File: src/rtl/wdt_pkg.sv
package wdt_pkg;
  localparam int DATA_W  = 16;
  localparam int ADDR_W  = 2;
  localparam int SEL_W   = 4;
  localparam int PER_W   = 8;
  localparam int N_ACT   = 4;
  localparam int MAX_SRC = 1 << SEL_W;

  localparam logic [ADDR_W-1:0] A_KEY  = 2'd0;
  localparam logic [ADDR_W-1:0] A_SET  = 2'd1;
  localparam logic [ADDR_W-1:0] A_CMD  = 2'd2;
  localparam logic [ADDR_W-1:0] A_STAT = 2'd3;

  typedef struct packed {
    logic [N_ACT-1:0] act_en;  // [15:12]: pmcrst, sysrst, fiq, irq
    logic [PER_W-1:0] period;  // [11:4]
    logic [SEL_W-1:0] sel;     // [3:0]
  } setup_t;
endpackage

File: src/rtl/wdt_keygate.sv
module wdt_keygate
  import wdt_pkg::*;
#(
  parameter logic [DATA_W-1:0] KEY = 16'hC45A
) (
  input  logic              clk,
  input  logic              rst_n,
  input  logic              wr_en,
  input  logic [ADDR_W-1:0] wr_addr,
  input  logic [DATA_W-1:0] wr_data,
  output logic              set_we,
  output logic              cmd_we
);
  logic armed_q, armed_d;
  logic key_wr, prot_wr;

  assign key_wr  = wr_en && (wr_addr == A_KEY);
  assign prot_wr = wr_en && ((wr_addr == A_SET) || (wr_addr == A_CMD));

  always_comb begin
    armed_d = armed_q;
    if (key_wr)       armed_d = (wr_data == KEY);
    else if (prot_wr) armed_d = 1'b0;
  end

  always_ff @(posedge clk or negedge rst_n) begin
    if (!rst_n) armed_q <= 1'b0;
    else        armed_q <= armed_d;
  end

  assign set_we = prot_wr && armed_q && (wr_addr == A_SET);
  assign cmd_we = prot_wr && armed_q && (wr_addr == A_CMD);


  key_consumed_chk: assert property (@(posedge clk) disable iff (!rst_n)
    (set_we || cmd_we) |=> !armed_q);
endmodule

File: src/rtl/wdt_counter.sv
module wdt_counter
  import wdt_pkg::*;
#(
  parameter int NUM_SRC = 16
) (
  input  logic             clk,
  input  logic             rst_n,
  input  logic [NUM_SRC-1:0] tick_i,
  input  logic [SEL_W-1:0] sel_i,
  input  logic [PER_W-1:0] period_i,
  input  logic             start_i,
  input  logic             stop_i,
  output logic             fire_o,
  output logic             run_o,
  output logic             fired_o,
  output logic [PER_W-1:0] count_o
);
  logic [MAX_SRC-1:0] tick_ext;
  logic               tick_sel;
  logic [PER_W-1:0]   per_eff;
  logic               hit;
  logic               run_q, run_d, fired_q, fired_d;
  logic [PER_W-1:0]   count_q, count_d;

  for (genvar k = 0; k < MAX_SRC; k++) begin : g_pad
    if (k < NUM_SRC) begin : g_src
      assign tick_ext[k] = tick_i[k];
    end else begin : g_none
      assign tick_ext[k] = 1'b0;
    end
  end

  assign tick_sel = tick_ext[sel_i];
  assign per_eff  = (period_i == '0) ? PER_W'(1) : period_i;
  assign hit      = ({1'b0, count_q} + 1'b1) >= {1'b0, per_eff};
  assign fire_o   = run_q && !fired_q && tick_sel && hit && !start_i && !stop_i;

  always_comb begin
    run_d   = run_q;
    fired_d = fired_q;
    count_d = count_q;
    if (stop_i) begin
      run_d = 1'b0; fired_d = 1'b0; count_d = '0;
    end else if (start_i) begin
      run_d = 1'b1; fired_d = 1'b0; count_d = '0;
    end else if (run_q && !fired_q && tick_sel) begin
      if (hit) begin
        fired_d = 1'b1; count_d = '0;
      end else begin
        count_d = count_q + 1'b1;
      end
    end
  end

  always_ff @(posedge clk or negedge rst_n) begin
    if (!rst_n) begin
      run_q <= 1'b0; fired_q <= 1'b0; count_q <= '0;
    end else begin
      run_q <= run_d; fired_q <= fired_d; count_q <= count_d;
    end
  end

  assign run_o   = run_q;
  assign fired_o = fired_q;
  assign count_o = count_q;


  fire_resets_count_chk: assert property (@(posedge clk) disable iff (!rst_n)
    fire_o |=> (fired_q && count_q == '0));

  stop_clears_chk: assert property (@(posedge clk) disable iff (!rst_n)
    stop_i |=> (!run_q && !fired_q && count_q == '0));

  idle_no_count_chk: assert property (@(posedge clk) disable iff (!rst_n)
    (!run_q && !start_i) |=> (count_q == '0 && !fired_q));
endmodule

File: src/rtl/wdt_actions.sv
module wdt_actions
  import wdt_pkg::*;
(
  input  logic             clk,
  input  logic             rst_n,
  input  logic [N_ACT-1:0] en_i,
  input  logic             fire_i,
  input  logic             clr_i,
  output logic [N_ACT-1:0] act_o
);
  logic [N_ACT-1:0] act_q, act_d;

  for (genvar i = 0; i < N_ACT; i++) begin : g_act
    if (i < 2) begin : g_intr
      always_comb begin
        act_d[i] = act_q[i];
        if (clr_i)                   act_d[i] = 1'b0;
        else if (fire_i && en_i[i])  act_d[i] = 1'b1;
      end
    end else begin : g_rst
      always_comb begin
        act_d[i] = act_q[i] || (fire_i && en_i[i]);
      end

      rst_sticky_chk: assert property (@(posedge clk) disable iff (!rst_n)
        act_q[i] |=> act_q[i]);
    end
  end

  always_ff @(posedge clk or negedge rst_n) begin
    if (!rst_n) act_q <= '0;
    else        act_q <= act_d;
  end

  assign act_o = act_q;


  act_rise_on_fire_chk: assert property (@(posedge clk) disable iff (!rst_n)
    (act_q != $past(act_q)) && ((act_q & ~$past(act_q)) != '0) |-> $past(fire_i));
endmodule

File: src/rtl/wdt_guard.sv
module wdt_guard
  import wdt_pkg::*;
#(
  parameter int                NUM_SRC = 16,
  parameter logic [DATA_W-1:0] KEY     = 16'hC45A
) (
  input  logic               clk,
  input  logic               rst_n,
  input  logic               wr_en,
  input  logic [ADDR_W-1:0]  wr_addr,
  input  logic [DATA_W-1:0]  wr_data,
  input  logic [ADDR_W-1:0]  rd_addr,
  output logic [DATA_W-1:0]  rd_data,
  input  logic [NUM_SRC-1:0] tick_i,
  output logic               irq_o,
  output logic               fiq_o,
  output logic               sysrst_o,
  output logic               pmcrst_o
);
  logic             set_we, cmd_we, start, stop;
  setup_t           setup_q, setup_d;
  logic             fire, run, fired;
  logic [PER_W-1:0] count;
  logic [N_ACT-1:0] act;

  wdt_keygate #(.KEY(KEY)) u_gate (
    .clk(clk), .rst_n(rst_n), .wr_en(wr_en), .wr_addr(wr_addr),
    .wr_data(wr_data), .set_we(set_we), .cmd_we(cmd_we)
  );

  always_comb begin
    setup_d = setup_q;
    if (set_we) setup_d = setup_t'(wr_data);
  end

  always_ff @(posedge clk or negedge rst_n) begin
    if (!rst_n) setup_q <= '0;
    else        setup_q <= setup_d;
  end

  assign stop  = cmd_we && wr_data[1];
  assign start = cmd_we && wr_data[0] && !wr_data[1];

  wdt_counter #(.NUM_SRC(NUM_SRC)) u_cnt (
    .clk(clk), .rst_n(rst_n), .tick_i(tick_i), .sel_i(setup_q.sel),
    .period_i(setup_q.period), .start_i(start), .stop_i(stop),
    .fire_o(fire), .run_o(run), .fired_o(fired), .count_o(count)
  );

  wdt_actions u_act (
    .clk(clk), .rst_n(rst_n), .en_i(setup_q.act_en), .fire_i(fire),
    .clr_i(start || stop), .act_o(act)
  );

  assign irq_o    = act[0];
  assign fiq_o    = act[1];
  assign sysrst_o = act[2];
  assign pmcrst_o = act[3];

  always_comb begin
    rd_data = '0;
    case (rd_addr)
      A_SET:   rd_data = setup_q;
      A_STAT:  rd_data = {6'b0, fired, run, count};
      default: rd_data = '0;
    endcase
  end


  start_clears_intr_chk: assert property (@(posedge clk) disable iff (!rst_n)
    start |=> (!irq_o && !fiq_o && run && !fired));

  setup_locked_chk: assert property (@(posedge clk) disable iff (!rst_n)
    !set_we |=> (setup_q == $past(setup_q)));
endmodule

File: config.mk
export PLATFORM = sky130hd
export DESIGN_NAME = wdt_guard
export DESIGN_NICKNAME = d
export VERILOG_FILES = /design/src/rtl/wdt_pkg.sv /design/src/rtl/wdt_keygate.sv /design/src/rtl/wdt_counter.sv /design/src/rtl/wdt_actions.sv /design/src/rtl/wdt_guard.sv
export SDC_FILE = /design/constraint.sdc
export NUM_CORES = 1
export LEC_CHECK = 0
export ABC_AREA = 1
export BUFFER_PORTS_ARGS = -buffer_cell sky130_fd_sc_hd__buf_2
export CAP_MARGIN = 20
export CORE_ASPECT_RATIO = 1.1
export CORE_UTILIZATION = 40
export CTS_CLUSTER_SIZE = 40
export DETAILED_ROUTE_END_ITERATION = 6
export PLACE_DENSITY_LB_ADDON = 0.3
export SYNTH_ARGS = -nofsm -noshare
export SYNTH_HDL_FRONTEND = slang
export SYNTH_HIERARCHICAL = 1
export SYNTH_SLANG_ARGS = --single-unit
File: constraint.sdc
create_clock -name clk -period 2.5 [get_ports clk]
set_input_delay 0.5 -clock clk [delete_from_list [all_inputs] [get_ports clk]]
set_output_delay 0.5 -clock clk [all_outputs]
set_load 0.1 [all_outputs]
Yosys cells after proc, flatten, opt, wreduce, memory -nomap -nowiden --
Index checks and enable logic that the tools add are counted.
Operators by class: $add $sub $neg 2, $lt $le $gt $ge 2, eq/ne operators 5, mux-type cells 20, reductions and logical operators 34
Operators by type and width (number):
- 2-to-1 mux 8 bit | 5
- case mux 16 bit (2 select lines) | 1
- logical AND 1 bit | 17
- equality test 16 bit, second input constant | 1
- 2-to-1 mux 1 bit | 13
- adder 8 x 1 -> 9 bit, second input constant | 1
- >= comparator 9 x 8 -> 1 bit | 1
- adder 8 x 1 -> 8 bit, second input constant | 1
- logical NOT 8 bit | 1
- nonzero test 2 bit | 4
- nonzero test 3 bit | 2
- < comparator 4 x 5 -> 1 bit, second input constant | 1
- binary-select mux 1 bit (select 4 bit) | 1
- equality test 2 x 1 -> 1 bit, second input constant | 2
- equality test 2 bit, second input constant | 2
- logical NOT 1 bit | 4
- logical OR 1 bit | 4
- logical NOT 2 bit | 1
- AND reduction 2 bit | 1
Storage, ports and cells: flip-flop bits (word level) 31, input bits 39, output and inout bits 20

Depth between registers and ports, before layout --
depth after elaboration 13, gate-level depth with buffers 16, gate-level depth less buffers 16

Cells and area by module --
The synthesis kept the hierarchy.
Modules (own cells, without submodules):
- wdt_counter | times used 1, cells each 154, area each 1034.7 µm²
- wdt_guard | times used 1, cells each 114, area each 827.0 µm²
- wdt_keygate | times used 1, cells each 34, area each 196.4 µm²
- wdt_actions | times used 1, cells each 12, area each 142.6 µm²

Least setup slack after synthesis --
OpenSTA, ideal clock, no wires.
kind input to output, start point input port rd_addr[1], end point output port rd_data[10], arrival 1.919 ns, data required time 2.000 ns, setup slack 0.081 ns, cell stages on the path 3, path buffers 0, cell sequence inv_1 -> nand2_1 -> nor2_1
Between the ends: word-level cells in the longest chain between the ends 2
Ends and longest elaborated chain:
- start, declared | line wdt_guard.sv:12 | input logic [ADDR_W-1:0] rd_addr,
- equality test 2 bit or equality test 2 x 1 -> 1 bit (tied branches) | line wdt_guard.sv:62 | case (rd_addr)
- case mux 16 bit (2 select lines) * | line wdt_guard.sv:62
- end, declared | line wdt_guard.sv:13 | output logic [DATA_W-1:0] rd_data,
Every way passes the cells marked *; elsewhere a longest branch is shown, timed or not.

Worst setup path after layout --
start point register u_cnt.count_q[1], in the netlist u_cnt/count_o[1], end point register u_act.act_q[3], in the netlist u_act/act_o[3]
Between the ends: word-level cells in the longest chain between the ends 7
Ends and longest elaborated chain:
- start, declared | line wdt_counter.sv:23 | logic [PER_W-1:0] count_q, count_d;
- start signal, assigned | line wdt_counter.sv:59 | run_q <= run_d; fired_q <= fired_d; count_q <= count_d;
- adder 8 x 1 -> 9 bit | line wdt_counter.sv:35 | assign hit = ({1'b0, count_q} + 1'b1) >= {1'b0, per_eff};
- >= comparator 9 x 8 -> 1 bit | line wdt_counter.sv:35
- logical AND 1 bit (3 in a row) | line wdt_counter.sv:36 | assign fire_o = run_q && !fired_q && tick_sel && hit && !start_i && !stop_i;
- net fire | line wdt_guard.sv:22 | logic fire, run, fired;
- logical AND 1 bit | line wdt_actions.sv:22 | act_d[i] = act_q[i] || (fire_i && en_i[i]);
- logical OR 1 bit | line wdt_actions.sv:22
- net u_act.act_d[3] | line wdt_actions.sv:11 | logic [N_ACT-1:0] act_q, act_d;
- end signal, assigned | line wdt_actions.sv:32 | else act_q <= act_d;
- end, declared | line wdt_actions.sv:11
The timed path passes the listed nets, and every way through them passes these cells. A chain may end at the register's enable or synchronous reset.

==> metrics <==
WL final=4990 um; ys flop type=dfrtp_1; Slowest cell on crit path=dfrtp_1; Max FO, Critical Path=5; Synth area leader=dfrtp_1; crit-path max cell delay=0.42 ns; crit path capture type=flip-flop; FMAX=447 MHz; CTS tree=done; H-Tree Depth=2; Critical Path Start Type=flip-flop; Syn Inst Count=314; top post-synthesis cells by area=dfrtp_1 35%, nand2_1 14%, nand3_1 11%, inv_1 8.9%, ha_1 6.8%; ANT nets after route=0; drc violations=0; cell row count=27; Core ar.=0.00513 mm^2; Initial DRC Count=138; Root Driver=clkbuf_8; asr flop ratio synth=100%; worst hold path class=in -> async; Worst path most repeated cell=nand2_1; CTS Buf Count=5; Chip Width=72.7 um; die area=0.00580 mm^2; Largest delay share family, worst path=simple AND/OR/NAND/NOR gates; Sink Count=31; critical path required time=2.68 ns; post-DR wirelength/cell=11.2 um; sequential area share after synthesis=35.2%; Clk pin slew, worst setup/hold paths=0.07 ns; net count after synthesis=365; CP Cell Sequence=ha_1 -> nand3_1 -> nor2_1 -> xor2_1 -> ha_1 -> nand2_1 -> inv_2 -> nand2_1 -> nand2_1 -> nand2_1 -> nand2_1 -> nand3_2 -> inv_2 -> a21o_2; post-route setup TNS=0 ns; P per Cell Area=410 mW/mm^2; nets@finish=425; Worst-Skew Late Latency=0.29 ns; Final Setup Violations=0; yosys synthesis warning count=6; power share of the clock group=35.2%; number of global-route vias before repair=1996; relative slew slack=53.0%; initial antenna violation count=0; Fillers=530; Tcrit/Tclk final=89.5%; DR vias/cell=4.75; crit path time final=2.24 ns; gr usage total=19.6%; Netlist cell types=30; RSZ-0062 raised after global routing=false; hold buffers post-CTS=0; largest net degree at the start of global routing=32; max_cap viols=0; Psw=0.000366 W; Initial Util=42.9%; layout cells sized above 1=26.1%; top-count cell post-synth=nand2_1; Least-Margin Pin Slew=0.705 ns; area growth from synthesis to layout=24.3%; Logic pwr share=20.1%; Tot Pwr=0.00112 W; Final Hold Viols=0; Ports=59; Final Skew=0.00439 ns; IO Port Bufs=58; maximum vdd ir drop=0.000210 V; Syn Area/Cell=7.01 um^2; Power Internal=0.000756 W; first-pass GRT wire length=8760 um; GPL Wtd Cong=0.859; sw frac=32.6%; remaining global-route overflow=0; critical path type=reg -> reg; Buf/Inv on CP=2; top cell type's share of synthesized area=35.2%; Reg power frac=44.7%; drt first pass iters=4; Post-synth EDFFs=0; clk buf depth=2; Post-Syn Area=0.00220 mm^2; Leak=1.72 nW; vias=2124; status=finished, final reports clean; Post-DP HPWL=3900 um; final-report max-slew violation count=0; #FFs+latches synth=31; top post-synthesis cells by count=83 x nand2_1, 52 x inv_1, 50 x nand3_1; Worst Path Arrival=2.42 ns; ant diodes=0; Die Ht=79.8 um
[what timing repair did]
action	4_1_cts	5_1_grt
setup endpoints to repair	0	1
gates resized for setup	0	1
setup buffers	0	0
[path summary, 6_finish.rpt]
path                                              startpoint                           end  slack, ns  cells after the start
worst max-delay path            u_cnt/count_o[1]$_DFFE_PN0P_      u_act/act_o[3]$_DFF_PN0_       0.26                     14
worst min-delay path                                   rst_n  u_cnt/count_o[4]$_DFFE_PN0P_       0.26                      1
worst max register to register  u_cnt/count_o[1]$_DFFE_PN0P_      u_act/act_o[3]$_DFF_PN0_       0.26                     14
worst min register to register      u_act/act_o[3]$_DFF_PN0_      u_act/act_o[3]$_DFF_PN0_       0.47                      1
max in group asynchronous                              rst_n  u_cnt/count_o[0]$_DFFE_PN0P_       1.75                      1
min in group clk                                 wr_data[15]       setup_q[15]$_DFFE_PN0P_       0.43                      3
[layer usage]
metal  wire, um  track usage [%]  up-vias
met5          0                0        -
met4         63             5.88        0
met3        252             4.04        7
met2       2370             32.9       58
met1       2300             25.2      961
li1           -                -     1098
[worst register-to-register path, stage by stage (launching register included)]
cell	delay, ns
dfrtp_1	0.42
ha_1	0.20
nand3_1	0.11
nor2_1	0.17
xor2_1	0.22
ha_1	0.28
nand2_1	0.08
inv_2	0.03
nand2_1	0.05
nand2_1	0.05
nand2_1	0.05
nand2_1	0.10
nand3_2	0.12
inv_2	0.06
a21o_2	0.20
[state kept, by name, indices dropped and copies added, names as in the netlist]
name            flops
setup_q            16
u_cnt/count_o       8
u_act/act_o         4
u_cnt/fired_o       1
u_cnt/run_o         1
u_gate/armed_q      1
[layout make-up]
class | count | area [um^2] | area share, %
well taps | 72 | 90.1 | 3.29
flip-flops and latches | 31 | 777 | 28.4
inverters | 63 | 244 | 8.92
clock inverters | 3 | 20.0 | 0.732
multi-input cells | 211 | 1120 | 41.1
clock buffers | 5 | 68.8 | 2.52
repair buffers | 62 | 410 | 15.0
[kinds of logic (layout without fill, tap and decap cells)]
kind of cell    count (synthesis)  count (layout)  share of synthesized area [%]
simple gates                  169             169                           35.8
buf+inv                        72             133                           13.6
flops                          31              31                           35.2
compound gates                 25              25                           6.48
fa+ha+maj                      12              12                           6.82
xor+xnor                        5               5                           1.99
[power by group through the flow]
stage | registers [W] | clock network [W] | logic [W]
final | 0.000501 | 0.000395 | 0.000226
after global routing | 0.000501 | 0.000429 | 0.000242
after CTS | 0.000501 | 0.000409 | 0.000229
after detailed placement | 0.000511 | 0 | 0.000228
after global placement | 0.000511 | 0 | 0.000226
after floorplan | 0.000511 | 0 | 0.000142
[metrics by stage]
step | cell area, um^2 | hold slack [ns] | utilization, % | instances | setup WS (ns)
after floorplan | 2200 | 0.204 | - | 314 | 0.0805
after global routing | 2740 | 0.313 | 53.3 | 447 | 0.0512
after global placement | 2650 | 0.453 | 51.5 | 439 | 0.284
after CTS | 2730 | 0.276 | 53.2 | 447 | 0.221
after detailed placement | 2650 | 0.447 | 51.5 | 439 | 0.218
final | 2740 | 0.256 | 53.3 | 447 | 0.261
[cell usage in the layout, fill, tap and decap left out, types with 2 or more instances in the layout]
master / n
o21ai_0: 16
buf_2: 52
clkinvlp_4: 2
nand3_1: 50
buf_12: 6
inv_2: 10
nand2_2: 3
dfrtp_1: 30
a21o_2: 2
nand4_1: 2
inv_1: 52
xor2_1: 3
nor2_2: 2
a21oi_1: 4
nand3_2: 4
clkbuf_8: 5
nand2_1: 83
nor2_1: 19
xnor2_1: 2
ha_1: 12
buf_4: 4
Note: power is estimated with default switching activity, not from simulation.
